==> src/rtl/csi2_seq_pkg.sv <==
package csi2_seq_pkg;

    // Status word bit positions decoded by the PHY side
    localparam int STOP_CLK_BIT  = 10;
    localparam int HS_CLK_BIT    = 8;
    localparam int STOP_DATA_LSB = 4;

    typedef enum logic [2:0] {
        S_IDLE  = 3'd0,
        S_PROG  = 3'd1,
        S_WLP   = 3'd2,
        S_SON   = 3'd3,
        S_WSON  = 3'd4,
        S_WHS   = 3'd5,
        S_SOFF  = 3'd6,
        S_WSOFF = 3'd7
    } seq_state_e;

    typedef enum logic [1:0] {
        ERR_NONE   = 2'd0,
        ERR_LP11   = 2'd1,
        ERR_HSCLK  = 2'd2,
        ERR_SENSOR = 2'd3
    } seq_err_e;

    function automatic logic is_wait(seq_state_e s);
        return (s == S_WLP) || (s == S_WSON) || (s == S_WHS) || (s == S_WSOFF);
    endfunction

endpackage

==> src/rtl/csi2_use_count.sv <==
module csi2_use_count #(
    parameter int USERS_MAX = 15,
    localparam int CW = $clog2(USERS_MAX + 1)
) (
    input  logic clk,
    input  logic rst,
    input  logic inc,
    input  logic dec,
    output logic is_zero,
    output logic is_one,
    output logic is_full
);
    logic [CW-1:0] cnt_q;

    always_ff @(posedge clk) begin
        if (rst) begin
            cnt_q <= '0;
        end else if (inc && !dec && !is_full) begin
            cnt_q <= cnt_q + CW'(1);
        end else if (dec && !inc && !is_zero) begin
            cnt_q <= cnt_q - CW'(1);
        end
    end

    assign is_zero = (cnt_q == '0);
    assign is_one  = (cnt_q == CW'(1));
    assign is_full = (cnt_q == CW'(USERS_MAX));


    count_step_chk: assert property (@(posedge clk) disable iff (rst)
        !$stable(cnt_q) |-> ((cnt_q - $past(cnt_q)) == CW'(1) || ($past(cnt_q) - cnt_q) == CW'(1)));
endmodule

==> src/rtl/csi2_wait_timer.sv <==
module csi2_wait_timer #(
    parameter int LIMIT = 16,
    localparam int TW = (LIMIT > 1) ? $clog2(LIMIT) : 1
) (
    input  logic clk,
    input  logic rst,
    input  logic clr,
    output logic expired
);
    logic [TW-1:0] cnt_q;

    always_ff @(posedge clk) begin
        if (rst || clr) begin
            cnt_q <= '0;
        end else if (!expired) begin
            cnt_q <= cnt_q + TW'(1);
        end
    end

    assign expired = (cnt_q == TW'(LIMIT - 1));


    timer_bound_chk: assert property (@(posedge clk) disable iff (rst)
        cnt_q <= TW'(LIMIT - 1));
endmodule

==> src/rtl/csi2_seq_ctrl.sv <==
module csi2_seq_ctrl
    import csi2_seq_pkg::*;
#(
    parameter int MAX_LANES = 4,
    parameter int STAT_W    = 16,
    localparam int LIN_W = $clog2(MAX_LANES + 1),
    localparam int LCW   = (MAX_LANES > 1) ? $clog2(MAX_LANES) : 1
) (
    input  logic              clk,
    input  logic              rst,
    input  logic              req_on,
    input  logic              req_off,
    input  logic [LIN_W-1:0]  cfg_lanes,
    input  logic              src_ok,
    input  logic [STAT_W-1:0] phy_status,
    input  logic              rsp_vld,
    input  logic              rsp_err,
    input  logic              cnt_zero,
    input  logic              cnt_one,
    input  logic              cnt_full,
    input  logic              tmo,
    output logic              cnt_inc,
    output logic              cnt_dec,
    output logic              tmo_clr,
    output logic [LCW-1:0]    lane_q,
    output logic              en_q,
    output logic              cmd_vld,
    output logic              cmd_on,
    output logic              done_q,
    output logic              fail_q,
    output logic              rej_q,
    output logic [1:0]        err_q
);
    seq_state_e        st_q, st_d;
    logic [STAT_W-1:0] mask_q, mask_d;
    logic              abort_q, abort_d;
    logic              en_set, en_clr, lanes_ld, err_clr, err_set;
    seq_err_e          err_val;
    logic              done_d, fail_d, rej_d;
    logic              lanes_ok, lp_ok, hs_ok, any_req;

    // one stop-state bit per configured data lane plus the clock lane
    always_comb begin
        mask_d = '0;
        mask_d[STOP_CLK_BIT] = 1'b1;
        for (int i = 0; i < MAX_LANES; i++) begin
            if (i < int'(cfg_lanes)) mask_d[STOP_DATA_LSB + i] = 1'b1;
        end
    end

    assign lanes_ok = (cfg_lanes != '0) && (int'(cfg_lanes) <= MAX_LANES);
    assign lp_ok    = ((phy_status & mask_q) == mask_q);
    assign hs_ok    = phy_status[HS_CLK_BIT];
    assign any_req  = req_on | req_off;

    always_comb begin
        st_d     = st_q;
        abort_d  = abort_q;
        en_set   = 1'b0;
        en_clr   = 1'b0;
        lanes_ld = 1'b0;
        err_clr  = 1'b0;
        err_set  = 1'b0;
        err_val  = ERR_NONE;
        done_d   = 1'b0;
        fail_d   = 1'b0;
        rej_d    = 1'b0;
        cnt_inc  = 1'b0;
        cnt_dec  = 1'b0;
        if (any_req && st_q != S_IDLE) rej_d = 1'b1;
        case (st_q)
            S_IDLE: begin
                if (req_on && req_off) begin
                    rej_d = 1'b1;
                end else if (req_on) begin
                    if (!src_ok || !lanes_ok || cnt_full) begin
                        rej_d = 1'b1;
                    end else if (cnt_zero) begin
                        st_d     = S_PROG;
                        lanes_ld = 1'b1;
                        err_clr  = 1'b1;
                    end else begin
                        cnt_inc = 1'b1;
                        done_d  = 1'b1;
                    end
                end else if (req_off) begin
                    if (cnt_zero) begin
                        rej_d = 1'b1;
                    end else if (cnt_one) begin
                        st_d    = S_SOFF;
                        abort_d = 1'b0;
                    end else begin
                        cnt_dec = 1'b1;
                        done_d  = 1'b1;
                    end
                end
            end
            S_PROG: begin
                en_set = 1'b1;
                st_d   = S_WLP;
            end
            S_WLP: begin
                if (lp_ok) begin
                    st_d = S_SON;
                end else if (tmo) begin
                    err_set = 1'b1;
                    err_val = ERR_LP11;
                    en_clr  = 1'b1;
                    fail_d  = 1'b1;
                    st_d    = S_IDLE;
                end
            end
            S_SON: st_d = S_WSON;
            S_WSON: begin
                if (rsp_vld && !rsp_err) begin
                    st_d = S_WHS;
                end else if (rsp_vld || tmo) begin
                    err_set = 1'b1;
                    err_val = ERR_SENSOR;
                    en_clr  = 1'b1;
                    fail_d  = 1'b1;
                    st_d    = S_IDLE;
                end
            end
            S_WHS: begin
                if (hs_ok) begin
                    cnt_inc = 1'b1;
                    done_d  = 1'b1;
                    st_d    = S_IDLE;
                end else if (tmo) begin
                    err_set = 1'b1;
                    err_val = ERR_HSCLK;
                    abort_d = 1'b1;
                    st_d    = S_SOFF;
                end
            end
            S_SOFF: st_d = S_WSOFF;
            S_WSOFF: begin
                if (rsp_vld || tmo) begin
                    en_clr = 1'b1;
                    st_d   = S_IDLE;
                    if (abort_q) begin
                        fail_d = 1'b1;
                    end else begin
                        done_d  = 1'b1;
                        cnt_dec = 1'b1;
                    end
                end
            end
            default: st_d = S_IDLE;
        endcase
    end

    always_ff @(posedge clk) begin
        if (rst) begin
            st_q    <= S_IDLE;
            abort_q <= 1'b0;
            mask_q  <= '0;
            lane_q  <= '0;
            en_q    <= 1'b0;
            err_q   <= ERR_NONE;
            done_q  <= 1'b0;
            fail_q  <= 1'b0;
            rej_q   <= 1'b0;
        end else begin
            st_q    <= st_d;
            abort_q <= abort_d;
            done_q  <= done_d;
            fail_q  <= fail_d;
            rej_q   <= rej_d;
            if (lanes_ld) begin
                mask_q <= mask_d;
                lane_q <= LCW'(cfg_lanes - LIN_W'(1));
            end
            if (en_set) en_q <= 1'b1;
            else if (en_clr) en_q <= 1'b0;
            if (err_clr) err_q <= ERR_NONE;
            else if (err_set) err_q <= err_val;
        end
    end

    assign cmd_vld = (st_q == S_SON) || (st_q == S_SOFF);
    assign cmd_on  = (st_q == S_SON);
    assign tmo_clr = !is_wait(st_q) || (st_d != st_q);


    lanes_before_release_chk: assert property (@(posedge clk) disable iff (rst)
        $rose(en_q) |-> $stable(lane_q));

    lp11_before_start_chk: assert property (@(posedge clk) disable iff (rst)
        (cmd_vld && cmd_on) |-> $past((phy_status & mask_q) == mask_q));

    stop_cmd_enabled_chk: assert property (@(posedge clk) disable iff (rst)
        cmd_vld |-> en_q);

    single_outcome_chk: assert property (@(posedge clk) disable iff (rst)
        $onehot0({done_q, fail_q}));
endmodule

==> src/rtl/csi2_bringup_seq.sv <==
module csi2_bringup_seq
    import csi2_seq_pkg::*;
#(
    parameter int MAX_LANES       = 4,
    parameter int NCHAN           = 4,
    parameter int STAT_W          = 16,
    parameter int USERS_MAX       = 15,
    parameter int TIMEOUT_CYC     = 50_000_000,
    parameter int SIM_TIMEOUT_CYC = 64,
    parameter bit SHORT_SIM       = 1'b0,
    localparam int LIN_W = $clog2(MAX_LANES + 1),
    localparam int LCW   = (MAX_LANES > 1) ? $clog2(MAX_LANES) : 1,
    localparam int LIMIT = SHORT_SIM ? SIM_TIMEOUT_CYC : TIMEOUT_CYC
) (
    input  logic              clk,
    input  logic              rst,
    input  logic              req_on,
    input  logic              req_off,
    input  logic [LIN_W-1:0]  cfg_lanes,
    input  logic              sensor_linked,
    input  logic [NCHAN-1:0]  chan_en,
    input  logic [STAT_W-1:0] phy_status,
    input  logic              sensor_rsp_vld,
    input  logic              sensor_rsp_err,
    output logic [LCW-1:0]    lane_count,
    output logic              phy_shutdown_n,
    output logic              dphy_rst_n,
    output logic              ctrl_rst_n,
    output logic              sensor_cmd_vld,
    output logic              sensor_cmd_on,
    output logic              streaming,
    output logic              op_done,
    output logic              op_fail,
    output logic              req_err,
    output logic [1:0]        err_code
);
    logic cnt_inc, cnt_dec, cnt_zero, cnt_one, cnt_full;
    logic tmo_clr, tmo;
    logic en;

    csi2_use_count #(.USERS_MAX(USERS_MAX)) u_count (
        .clk     (clk),
        .rst     (rst),
        .inc     (cnt_inc),
        .dec     (cnt_dec),
        .is_zero (cnt_zero),
        .is_one  (cnt_one),
        .is_full (cnt_full)
    );

    csi2_wait_timer #(.LIMIT(LIMIT)) u_timer (
        .clk     (clk),
        .rst     (rst),
        .clr     (tmo_clr),
        .expired (tmo)
    );

    csi2_seq_ctrl #(.MAX_LANES(MAX_LANES), .STAT_W(STAT_W)) u_ctrl (
        .clk        (clk),
        .rst        (rst),
        .req_on     (req_on),
        .req_off    (req_off),
        .cfg_lanes  (cfg_lanes),
        .src_ok     (sensor_linked && (|chan_en)),
        .phy_status (phy_status),
        .rsp_vld    (sensor_rsp_vld),
        .rsp_err    (sensor_rsp_err),
        .cnt_zero   (cnt_zero),
        .cnt_one    (cnt_one),
        .cnt_full   (cnt_full),
        .tmo        (tmo),
        .cnt_inc    (cnt_inc),
        .cnt_dec    (cnt_dec),
        .tmo_clr    (tmo_clr),
        .lane_q     (lane_count),
        .en_q       (en),
        .cmd_vld    (sensor_cmd_vld),
        .cmd_on     (sensor_cmd_on),
        .done_q     (op_done),
        .fail_q     (op_fail),
        .rej_q      (req_err),
        .err_q      (err_code)
    );

    assign phy_shutdown_n = en;
    assign dphy_rst_n     = en;
    assign ctrl_rst_n     = en;
    assign streaming      = !cnt_zero;


    stream_needs_hs_chk: assert property (@(posedge clk) disable iff (rst)
        $rose(streaming) |-> $past(phy_status[HS_CLK_BIT]));
endmodule

==> config.mk <==
export PLATFORM = sky130hd
export DESIGN_NAME = csi2_bringup_seq
export DESIGN_NICKNAME = d
export VERILOG_FILES = /design/src/rtl/csi2_seq_pkg.sv /design/src/rtl/csi2_use_count.sv /design/src/rtl/csi2_wait_timer.sv /design/src/rtl/csi2_seq_ctrl.sv /design/src/rtl/csi2_bringup_seq.sv
export SDC_FILE = /design/constraint.sdc
export NUM_CORES = 1
export LEC_CHECK = 0
export BUFFER_PORTS_ARGS = -buffer_cell sky130_fd_sc_hd__clkbuf_2
export CORE_AREA = 2 2 67 76
export CTS_CLUSTER_SIZE = 40
export DETAILED_ROUTE_END_ITERATION = 8
export DIE_AREA = 0 0 69 78
export PLACE_DENSITY = 0.78
export SYNTH_ARGS = -nofsm -noshare
export SYNTH_HDL_FRONTEND = slang
export SYNTH_SLANG_ARGS = --single-unit
==> constraint.sdc <==
create_clock -name clk -period 4.4 [get_ports clk]
set_input_delay 1.32 -clock clk [delete_from_list [all_inputs] [get_ports clk]]
set_output_delay 1.32 -clock clk [all_outputs]
set_load 0.005 [all_outputs]
==> reports/qor.yml <==
status:
  outcome: "completed"
die:
  die_h_um: 78
  io_pins: 43
  start_util_pct: 59.2
  design.core.area_mm2: 0.00455
  rows: 26
  die_area_mm2: 0.00538
  die_w_um: 69
worst_setup_path:
  critPathMaxFanout: 15
  r2r-end: "u_timer.cnt_q[2]"
  critPathRequiredTime_ns: 4.65
  path_cells: "clkbuf_2 > inv_1 > ha_1 > a2111oi_2 > nand4_1 > a21oi_1 > a21oi_1 > nor2_1"
  r2r-start: "u_timer.cnt_q[0]"
  worst_path_max_delay_cell: "a2111oi_2"
  critPathArrivalTime_ns: 3.43
  worstSetupPathType: "in -> reg"
  worstSetupEndpoint: "u_ctrl.mask_q[4]"
  start_kind: "input port"
  cp-end-kind: "flip-flop"
  crit_path_max_incr_delay_ns: 0.63
  r2r_slack_ns: 1.57
  crit_path_frequent_cell: "a21oi_1"
  cp-startpoint: "cfg_lanes[0]"
  r2r_cells: 8
timing:
  fin_skew_ns: 0.0163
  max_clock_freq_mhz: 315
  period_share_pct: 72.2
  finalSetupViolations: 0
  slew_violations: 0
  slew_headroom_pct: 47.2
  tightest_slew_ns: 0.786
  hold_viol: 0
  totalNegativeSetupSlack_ns: 0
  finalCriticalPeriod_ns: 3.18
  rsz0062_at_grt: "false"
synthesis:
  yosysSeqAreaShare_pct: 34.9
  synth_nets: 356
  synth_compound_area_share_pct: 14.0
  synth.distinct_cells: 60
  synth_edf_count: 0
  syn_area_mm2: 0.00270
  yosys.area_share.simple_pct: 31.9
  syn_inst: 320
  synth_top_family_by_area: "simple AND/OR/NAND/NOR gates"
  synth.area.mux_share_pct: 2.74
  ys.flop_type: "dfxtp_1"
  synth-xor-area-share_pct: 8.12
  synth-async-reset-ratio_pct: 0
  avgSynthCellArea_um2: 8.43
  yosys.area_share.adder_pct: 2.78
  yosysWarnings: 0
  ys_ff_latch: 47
placement:
  io_buffers: 32
  placed_area_mm2: 0.00285
  hpwl_um: 4000
  gp_congestion: 0.843
global_routing:
  grt_pass1_vias: 2157
  antenna_found_initial: 0
  grt_max_degree: 27
  globalRoute.totalOverflow: 0
  grt_pass1_wl_um: 9600
  track_usage_pct: 21.7
detailed_routing:
  drt_first_pass_iters: 4
  drt_wl_total_um: 5610
  drt-wirelength-per-cell_um: 13.9
  avgViaCountPerCell: 5.73
  drtIter0Drc: 180
  drc_errors: 0
  postRouteAntennaNets: 0
  vias: 2309
pwr:
  p_per_area_mw_per_mm2: 416
  p_leak_uw: 0.00108
  ir_drop_uv: 234
  p_total_uw: 1240
flow_run:
  drv_cap: 0
clocking:
  numClockSinks: 47
  ctsHtreeMaxLevel: 2
  clk_pin_slew_ns: 0.10
  cts_tree: "yes"
  root_buffer: "clkbuf_8"
  ctsResizeCount: 0
  ctsHoldBuffers: 0
  ctsLongestPathBuffers: 2
  insertion_delay_ns: 0.31
  post_cts_buffers: 0
  numCtsBuffers: 5
cells_and_area:
  syn_to_final_growth_pct: 10.9
  layout_common_cells: "dfxtp_1, nor2_1, clkbuf_2"
  mostFrequentLayoutCell: "dfxtp_1"
  postLayoutCellArea_mm2: 0.00299
  post-route-util_pct: 65.6
  fillers: 407
  drive_above_1_share_pct: 19.6
  ff_latch_area_um2: 941
  diodes: 0
  multi_input_area_mm2: 0.00161
  finish.net_count: 382
worst_hold_path:
  min_path_type: "reg -> reg"
worst max-delay path: cells and delay by family:
kind                       cells  cell delay, ns
AOI/OAI and AO/OA              3            1.01
buffers and inverters          2            0.18
and+or+nand+nor                2            0.70
adders and majority gates      1            0.21
stage by stage:
stage / hold slack, ns / setup WS [ns] / std cells
2_1_floorplan: 0.425 / 1.22 / 320
3_3_place_gp: 0.435 / 0.933 / 395
3_5_place_dp: 0.440 / 0.883 / 395
4_1_cts: 0.455 / 1.20 / 403
5_1_grt: 0.481 / 0.986 / 403
6_report: 0.452 / 1.22 / 403
sequential cells by signal, summed over array words and instances (netlist names):
signal          cells
u_timer.cnt_q      26
u_ctrl.mask_q       5
u_count.cnt_q       4
u_ctrl.st_q         3
u_ctrl.err_q        2
u_ctrl.lane_q       2
u_ctrl.abort_q      1
u_ctrl.done_q       1
u_ctrl.en_q         1
u_ctrl.fail_q       1
u_ctrl.rej_q        1
metal layers:
layer	wire (um)	part of all wire [%]	global-route usage, %	vias to the layer above
met3	213	3.8	4.68	4
met2	2850	51	38.6	44
met5	0	0	0	-
met4	38	0.68	6.08	0
li1	-	-	-	1188
met1	2520	45	26.4	1073
Yosys cell counts (5+ instances only):
master	number	area [um^2]
dfxtp_1	47	941
nor2_1	38	143
nand2_1	23	86.3
a21oi_1	17	85.1
inv_1	16	60.1
nand3_1	15	75.1
nor3_1	15	75.1
xor2_1	13	114
xnor2_1	12	105
nand4_1	11	68.8
nor3_2	10	100
clkbuf_1	7	26.3
nor2b_1	7	43.8
nor4_1	7	43.8
ha_1	6	75.1
and3_1	5	31.3
kinds of logic (layout without fill, tap and decap cells):
family | Yosys count | after routing
and+or+nand+nor | 153 | 153
xor gates and xnor gates | 25 | 25
AOI/OAI and AO/OA | 51 | 51
adders and majority gates | 6 | 6
buffers and inverters | 31 | 58
DFF | 47 | 47
muxes | 7 | 7
cell type report:
| class | count | share of cell area (%) |
|---|---|---|
| well taps | 56 | 2.34 |
| inverters | 16 | 2.01 |
| clock inverters | 3 | 2.26 |
| flip-flops and latches | 47 | 31.5 |
| clock buffers | 5 | 2.30 |
| multi-input cells | 242 | 53.7 |
| repair buffers | 34 | 5.86 |
worst min path at each step:
stage,startpoint,end,slack (ns),cells after the start
after floorplan,u_ctrl.mask_q[10],u_ctrl.mask_q[10],0.42,2
after global placement,u_ctrl.mask_q[10],u_ctrl.mask_q[10],0.44,2
after detailed placement,u_ctrl.mask_q[10],u_ctrl.mask_q[10],0.44,2
after CTS,u_ctrl.mask_q[10],u_ctrl.mask_q[10],0.45,2
after global routing,u_ctrl.mask_q[10],u_ctrl.mask_q[10],0.48,2
final,u_ctrl.mask_q[10],u_ctrl.mask_q[10],0.45,2
power breakdown:
part	internal [uW]	switching [uW]	total, uW	leakage, uW
registers	451	56.8	508	0.000380
logic	132	225	357	0.000638
clock network	227	153	379	0.0000644
total	810	434	1240	0.00108
Note: power is estimated with default switching activity, not from simulation.
